### config.mk
export PLATFORM = sky130hd
export DESIGN_NAME = uart_tx_flow
export DESIGN_NICKNAME = d
export VERILOG_FILES = /design/src/rtl/uart_tx_pkg.sv /design/src/rtl/uart_cts_sync.sv /design/src/rtl/uart_tx_regs.sv /design/src/rtl/uart_tx_shifter.sv /design/src/rtl/uart_tx_flow.sv
export SDC_FILE = /design/constraint.sdc
export NUM_CORES = 1
export LEC_CHECK = 0
export CAP_MARGIN = 20
export CORE_UTILIZATION = 56
export DETAILED_ROUTE_END_ITERATION = 10
export DONT_BUFFER_PORTS = 1
export GPL_TIMING_DRIVEN = 0
export MAX_ROUTING_LAYER = met4
export PLACE_DENSITY_LB_ADDON = 0.15
export SKIP_LAST_GASP = 1
export SYNTH_ARGS = -nofsm -noshare
export SYNTH_HDL_FRONTEND = slang
export SYNTH_SLANG_ARGS = --single-unit
export TNS_END_PERCENT = 1
### constraint.sdc
create_clock -name clk -period 1.8 [get_ports clk]
set_input_delay 0.54 -clock clk [delete_from_list [all_inputs] [get_ports clk]]
set_output_delay 0.54 -clock clk [all_outputs]
set_load 0.02 [all_outputs]
### src/rtl/uart_tx_pkg.sv
package uart_tx_pkg;
    typedef enum logic {PTR_A = 1'b0, PTR_B = 1'b1} mode_ptr_e;
    typedef enum logic [1:0] {TX_IDLE, TX_START, TX_DATA, TX_STOP} tx_state_e;

    localparam int ADDR_MODE = 0;
    localparam int ADDR_CMD  = 1;
    localparam int ADDR_DATA = 2;
    localparam int ADDR_OUT  = 3;

    localparam int MA_RX_RTS   = 7;
    localparam int MB_TX_RTS   = 5;
    localparam int MB_TX_CTS   = 4;
    localparam int MB_STOP2    = 0;
    localparam int CMD_PTR_RST = 0;
    localparam int OUT_SET     = 0;
    localparam int OUT_CLR     = 1;
endpackage

### src/rtl/uart_cts_sync.sv
module uart_cts_sync #(
    parameter int STAGES = 2
) (
    input  logic clk,
    input  logic rst_n,
    input  logic cts_n_async,
    output logic cts_ok
);
    logic [STAGES-1:0] sync_d, sync_q;

    generate
        if (STAGES > 1) begin : g_chain
            always_comb sync_d = {sync_q[STAGES-2:0], cts_n_async};
        end else begin : g_single
            always_comb sync_d = cts_n_async;
        end
    endgenerate

    always_ff @(posedge clk or negedge rst_n) begin
        if (!rst_n) sync_q <= '1;
        else        sync_q <= sync_d;
    end

    assign cts_ok = ~sync_q[STAGES-1];
endmodule

### src/rtl/uart_tx_regs.sv
module uart_tx_regs
    import uart_tx_pkg::*;
#(
    parameter int ADDR_W = 2,
    parameter int DATA_W = 8
) (
    input  logic              clk,
    input  logic              rst_n,
    input  logic              wr_en,
    input  logic              rd_en,
    input  logic [ADDR_W-1:0] addr,
    input  logic [DATA_W-1:0] wdata,
    output logic [DATA_W-1:0] rdata,
    input  logic              hold_full,
    input  logic              busy,
    input  logic              rts_release,
    output logic              hold_wr,
    output logic              cts_en,
    output logic              rts_auto_en,
    output logic              two_stop,
    output logic              rts_level,
    output mode_ptr_e         ptr
);
    typedef struct packed {
        logic [DATA_W-1:0] mode_a;
        logic [DATA_W-1:0] mode_b;
        mode_ptr_e         ptr;
        logic              rts;
    } regs_t;

    regs_t r_d, r_q;

    logic sel_mode, sel_cmd, sel_data, sel_out;
    assign sel_mode = (addr == ADDR_W'(ADDR_MODE));
    assign sel_cmd  = (addr == ADDR_W'(ADDR_CMD));
    assign sel_data = (addr == ADDR_W'(ADDR_DATA));
    assign sel_out  = (addr == ADDR_W'(ADDR_OUT));

    assign rts_auto_en = r_q.mode_b[MB_TX_RTS] & ~r_q.mode_a[MA_RX_RTS];
    assign cts_en      = r_q.mode_b[MB_TX_CTS];
    assign two_stop    = r_q.mode_b[MB_STOP2];
    assign rts_level   = r_q.rts;
    assign ptr         = r_q.ptr;
    assign hold_wr     = wr_en && sel_data;

    always_comb begin
        r_d = r_q;
        if (rts_release && rts_auto_en) r_d.rts = 1'b0;
        if (wr_en) begin
            if (sel_mode) begin
                if (r_q.ptr == PTR_A) begin
                    r_d.mode_a = wdata;
                    r_d.ptr    = PTR_B;
                end else begin
                    r_d.mode_b = wdata;
                end
            end else if (sel_cmd) begin
                if (wdata[CMD_PTR_RST]) r_d.ptr = PTR_A;
            end else if (sel_out) begin
                if (wdata[OUT_SET]) r_d.rts = 1'b1;
                if (wdata[OUT_CLR]) r_d.rts = 1'b0;
            end
        end else if (rd_en && sel_mode && r_q.ptr == PTR_A) begin
            r_d.ptr = PTR_B;
        end
    end

    always_comb begin
        rdata = '0;
        if (sel_mode)      rdata = (r_q.ptr == PTR_A) ? r_q.mode_a : r_q.mode_b;
        else if (sel_data) rdata = {{(DATA_W-2){1'b0}}, busy, hold_full};
        else if (sel_out)  rdata = {{(DATA_W-1){1'b0}}, r_q.rts};
    end

    always_ff @(posedge clk or negedge rst_n) begin
        if (!rst_n) r_q <= '{mode_a: '0, mode_b: '0, ptr: PTR_A, rts: 1'b0};
        else        r_q <= r_d;
    end
endmodule

### src/rtl/uart_tx_shifter.sv
module uart_tx_shifter
    import uart_tx_pkg::*;
#(
    parameter int DATA_BITS = 8
) (
    input  logic                 clk,
    input  logic                 rst_n,
    input  logic                 baud_tick,
    input  logic                 hold_wr,
    input  logic [DATA_BITS-1:0] hold_data,
    input  logic                 cts_en,
    input  logic                 cts_ok,
    input  logic                 two_stop,
    output logic                 txd,
    output logic                 hold_full,
    output logic                 busy,
    output logic                 load,
    output logic                 rts_release
);
    localparam int CNT_W = (DATA_BITS > 1) ? $clog2(DATA_BITS) : 1;
    localparam logic [CNT_W-1:0] LAST_BIT = CNT_W'(DATA_BITS - 1);

    typedef struct packed {
        tx_state_e            st;
        logic [DATA_BITS-1:0] hold;
        logic                 full;
        logic [DATA_BITS-1:0] shift;
        logic [CNT_W-1:0]     cnt;
        logic                 stop_cnt;
        logic                 txd;
        logic                 drain;
    } tx_t;

    tx_t s_d, s_q;
    logic go, boundary;

    assign go          = s_q.full && (!cts_en || cts_ok);
    assign boundary    = (s_q.st == TX_IDLE) ||
                         (s_q.st == TX_STOP && s_q.stop_cnt == two_stop);
    assign load        = baud_tick && boundary && go;
    assign rts_release = baud_tick && s_q.st == TX_IDLE && s_q.drain && !s_q.full;

    always_comb begin
        s_d = s_q;
        if (load) begin
            s_d.shift = s_q.hold;
            s_d.full  = 1'b0;
            s_d.st    = TX_START;
            s_d.txd   = 1'b0;
            s_d.drain = 1'b0;
        end else if (baud_tick) begin
            unique case (s_q.st)
                TX_IDLE: if (rts_release) s_d.drain = 1'b0;
                TX_START: begin
                    s_d.txd   = s_q.shift[0];
                    s_d.shift = s_q.shift >> 1;
                    s_d.cnt   = '0;
                    s_d.st    = TX_DATA;
                end
                TX_DATA: begin
                    if (s_q.cnt == LAST_BIT) begin
                        s_d.txd      = 1'b1;
                        s_d.st       = TX_STOP;
                        s_d.stop_cnt = 1'b0;
                    end else begin
                        s_d.txd   = s_q.shift[0];
                        s_d.shift = s_q.shift >> 1;
                        s_d.cnt   = s_q.cnt + 1'b1;
                    end
                end
                TX_STOP: begin
                    if (boundary) begin
                        s_d.st    = TX_IDLE;
                        s_d.drain = 1'b1;
                    end else begin
                        s_d.stop_cnt = 1'b1;
                    end
                end
                default: s_d.st = TX_IDLE;
            endcase
        end
        if (hold_wr) begin
            s_d.hold  = hold_data;
            s_d.full  = 1'b1;
            s_d.drain = 1'b0;
        end
    end

    always_ff @(posedge clk or negedge rst_n) begin
        if (!rst_n) s_q <= '{st: TX_IDLE, hold: '0, full: 1'b0, shift: '0, cnt: '0,
                             stop_cnt: 1'b0, txd: 1'b1, drain: 1'b0};
        else        s_q <= s_d;
    end

    assign txd       = s_q.txd;
    assign hold_full = s_q.full;
    assign busy      = (s_q.st != TX_IDLE);
endmodule

### src/rtl/uart_tx_flow.sv
module uart_tx_flow
    import uart_tx_pkg::*;
#(
    parameter int DATA_BITS   = 8,
    parameter int ADDR_W      = 2,
    parameter int DATA_W      = 8,
    parameter int SYNC_STAGES = 2
) (
    input  logic              clk,
    input  logic              rst_n,
    input  logic              wr_en,
    input  logic              rd_en,
    input  logic [ADDR_W-1:0] addr,
    input  logic [DATA_W-1:0] wdata,
    output logic [DATA_W-1:0] rdata,
    input  logic              baud_tick,
    input  logic              cts_n,
    output logic              txd,
    output logic              rts_n
);
    logic      cts_ok, hold_wr, cts_en, rts_auto_en, two_stop, rts_level;
    logic      hold_full, busy, load, rts_release;
    mode_ptr_e ptr;

    uart_cts_sync #(.STAGES(SYNC_STAGES)) u_sync (
        .clk(clk), .rst_n(rst_n), .cts_n_async(cts_n), .cts_ok(cts_ok)
    );

    uart_tx_regs #(.ADDR_W(ADDR_W), .DATA_W(DATA_W)) u_regs (
        .clk(clk), .rst_n(rst_n), .wr_en(wr_en), .rd_en(rd_en), .addr(addr),
        .wdata(wdata), .rdata(rdata), .hold_full(hold_full), .busy(busy),
        .rts_release(rts_release), .hold_wr(hold_wr), .cts_en(cts_en),
        .rts_auto_en(rts_auto_en), .two_stop(two_stop), .rts_level(rts_level),
        .ptr(ptr)
    );

    uart_tx_shifter #(.DATA_BITS(DATA_BITS)) u_shift (
        .clk(clk), .rst_n(rst_n), .baud_tick(baud_tick), .hold_wr(hold_wr),
        .hold_data(wdata[DATA_BITS-1:0]), .cts_en(cts_en), .cts_ok(cts_ok),
        .two_stop(two_stop), .txd(txd), .hold_full(hold_full), .busy(busy),
        .load(load), .rts_release(rts_release)
    );

    assign rts_n = ~rts_level;
endmodule

==> impl_metrics.toml <==
[setup_path]
worstSetupPathType = "flip-flop to primary output"
cp_max_fo = 10
arrival_ns = 1.32
critPathCaptureType = "primary output"
cp-start-kind = "flip-flop"
required_ns = 1.26

[clocking]
clock_latency_ns = 0.29
clock-sinks = 45
cts_tree = "built"
clkSlewWorstSetupHoldPaths_ns = 0.09
htreeDepth = 2
numCtsBuffers = 5
cts-root-buf = "clkbuf_8"
cts_buffer_depth = 2

[drt]
drtIter0Drc = 179
dr.pass1.iters = 4
vias = 1642
post-route-drc-count = 0
routed_via_density = 6.24
ant_nets = 0
wl_mm = 4.99
wire_per_inst_um = 19.0

[yosys]
synthCells = 200
ys_seq_elements = 45
synth_top_area_share = 0.465
synth_area_leader_cell = "dfrtp_1"
syn-cell-area_um2 = 2260
ys.flop_type = "dfrtp_1"
ys_types = 42
ys_warn_count = 0
synth-edff-count = 0
syn_avg_cell_area_um2 = 11.3
synth_area_leaders = "dfrtp_1 (47%), mux2_2 (16%), mux2i_1 (3.5%)"
yosysSeqAreaShare = 0.500
syn_nets = 222
async_flop_share = 1.00

[layout]
fin_nets = 236
areaGrowthSynthToFinish_pct = 19.5
final_layout_size_suffix_gt1_frac = 0.414
design_area_um2 = 2700
fillers = 253
ff_latch_area_um2 = 1130
final_cells = 263
multi_input_comb_area_um2 = 1220
diodes = 0

[placed_design]
gp_congestion = 0.815
dp_cells = 248
portBuffers = 0
placed_area_um2 = 2350
hpwl_mm = 3.21
pre_cts_ws_ns = -0.301

[global_route]
grt_use_total = 0.261
grt_first_pass_wirelength_mm = 8.21
grt_busiest_layer = "met2"
gr-usage-met1 = 0.332
use_met3 = 0.0590
overflow = 0
use_met2 = 0.423
antenna_found_initial = 0
grt_pass1_vias = 1713
grt_max_degree = 43

[timing]
worst_slack_ns = -0.0644
finalSetupViolCount = 14
clock_skew_ns = 0.00846
post-route-min-period_ns = 1.86
finalHoldViolations = 0
rsz0062_at_grt = "yes"
fmax_mhz = 536
worstMarginPinSlew_ns = 0.539
finalCritPeriodShare = 1.04
slew_viol_final = 0
relSlewSlack = 0.640

[outcome]
outcome = "finished with violations"
violations = "negative setup slack"

[pwr]
powerDensity_nw_per_um2 = 1510
ir_drop_uv = 816
power_leakage_nw = 1.11

[floorplan]
coreArea_um2 = 3770
die_h_um = 65.5
fp.dieW_um = 65.5
start_util = 0.599
ioPinCount = 26
rows = 22
die_area_um2 = 4290

[flow_run]
max-cap-violations = 0

[hold_path]
hp-class = "primary input to asynchronous set/reset pin"
-- cell usage after synthesis, drive strengths merged (2+ instances only) --
| master | n |
|---|---|
| o21ai | 13 |
| o2111ai | 2 |
| dfrtp | 42 |
| or2 | 2 |
| nand2 | 12 |
| buf | 5 |
| nand3b | 2 |
| nor2b | 3 |
| a211oi | 3 |
| dfstp | 3 |
| inv | 16 |
| mux2i | 8 |
| o31ai | 2 |
| clkbuf | 3 |
| nand3 | 3 |
| ha | 6 |
| nor2 | 10 |
| nand4 | 7 |
| nor4bb | 2 |
| mux2 | 32 |
| o211ai | 2 |
| a21oi | 6 |
-- logic make-up after synthesis --
kind of cell             after synthesis  synth area share
AND/OR/NAND/NOR                       47             0.114
flip-flops                            45             0.500
multiplexers                          40             0.195
AO/OA/AOI/OAI                         36             0.106
buffers and inverters                 24            0.0448
adder cells (fa/ha/maj)                6            0.0332
XOR/XNOR                               2           0.00775
-- cell usage in the layout, fill, tap and decap left out, types with 3 or more instances in the layout --
cell type / Yosys / routed
dfrtp_1: 42 / 40
mux2_2: 32 / 32
inv_1: 16 / 15
nand2_1: 12 / 12
o21ai_0: 13 / 12
buf_4: 0 / 7
nand4_1: 7 / 7
nor2_4: 0 / 6
clkbuf_8: 0 / 5
mux2i_2: 0 / 4
a21oi_1: 5 / 4
nor2_1: 10 / 4
buf_12: 0 / 3
mux2i_4: 0 / 3
nand3_1: 3 / 3
ha_2: 0 / 3
dfstp_2: 3 / 3
-- power breakdown --
part / total (mW) / internal [mW] / switching [mW]
Clock: 0.631 / 0.276 / 0.355
Sequential: 1.64 / 1.35 / 0.288
Combinational: 1.81 / 0.878 / 0.936
-- worst paths after layout --
kind | to | cells past startpoint | start | slack (ns)
max reg2reg | u_shift.s_q[3] | 7 | u_shift.s_q[23] | -0.06
min in group clk | u_sync.sync_q[0] | 0 | cts_n | 0.24
min reg2reg | u_sync.sync_q[1] | 0 | u_sync.sync_q[0] | 0.36
max | rdata[1] | 3 | u_regs.ptr | -0.06
min | u_shift.s_q[2] | 1 | rst_n | 0.07
max in group asynchronous | u_regs.ptr | 1 | rst_n | 1.49
-- routing by layer --
layer	up-vias	wire, µm	part of all wire
li1	750	-	-
met1	838	2150	0.43
met2	50	2570	0.52
met3	4	239	0.048
met4	0	26	0.0052
met5	-	0	0
-- flip-flops by register name (all words and copies together), names as in the netlist --
signal	flops
u_shift.txd	1
u_regs.rts_level	1
u_regs.r_q	14
u_regs.ptr	1
u_sync.sync_q	2
u_regs.cts_en	1
u_regs.two_stop	1
u_shift.s_q	23
u_shift.hold_full	1
-- final cells by class --
| type | instances | share of cell area |
|---|---|---|
| timing repair buffer | 7 | 0.0241 |
| inverter | 16 | 0.0222 |
| buffer | 8 | 0.0283 |
| clock buffer | 5 | 0.0255 |
| multi-input combinational | 131 | 0.451 |
| clock inverter | 3 | 0.00787 |
| sequential | 45 | 0.419 |
| tap | 48 | 0.0222 |
-- what timing repair did --
item,CTS,global route
setup buffers,5,1
hold buffers,1,0
gates resized for setup,29,17
setup endpoints to repair,21,30
pin swaps,2,2
endpoints found under the hold margin,42,0
-- critical path: stages, from the launching register on --
cell	delay (ns)
dfrtp_2	0.43
buf_12	0.17
a211oi_2	0.10
a211oi_4	0.33
-- stage by stage --
| step | TNS [ns] | hold WS, ns | utilization | total power [mW] |
|---|---|---|---|---|
| final | -0.390 | 0.0706 | 0.716 | 4.08 |
| after global routing | -1.17 | 0.0597 | 0.716 | 4.32 |
| after CTS | -0.663 | 0.0699 | 0.695 | 3.94 |
| after detailed placement | -7.20 | 0.245 | 0.622 | 2.98 |
| after global placement | -5.62 | 0.245 | 0.622 | 2.89 |
| after floorplan | -1.14 | 0.244 | - | 2.67 |
Power figures use the tool's default switching activity.
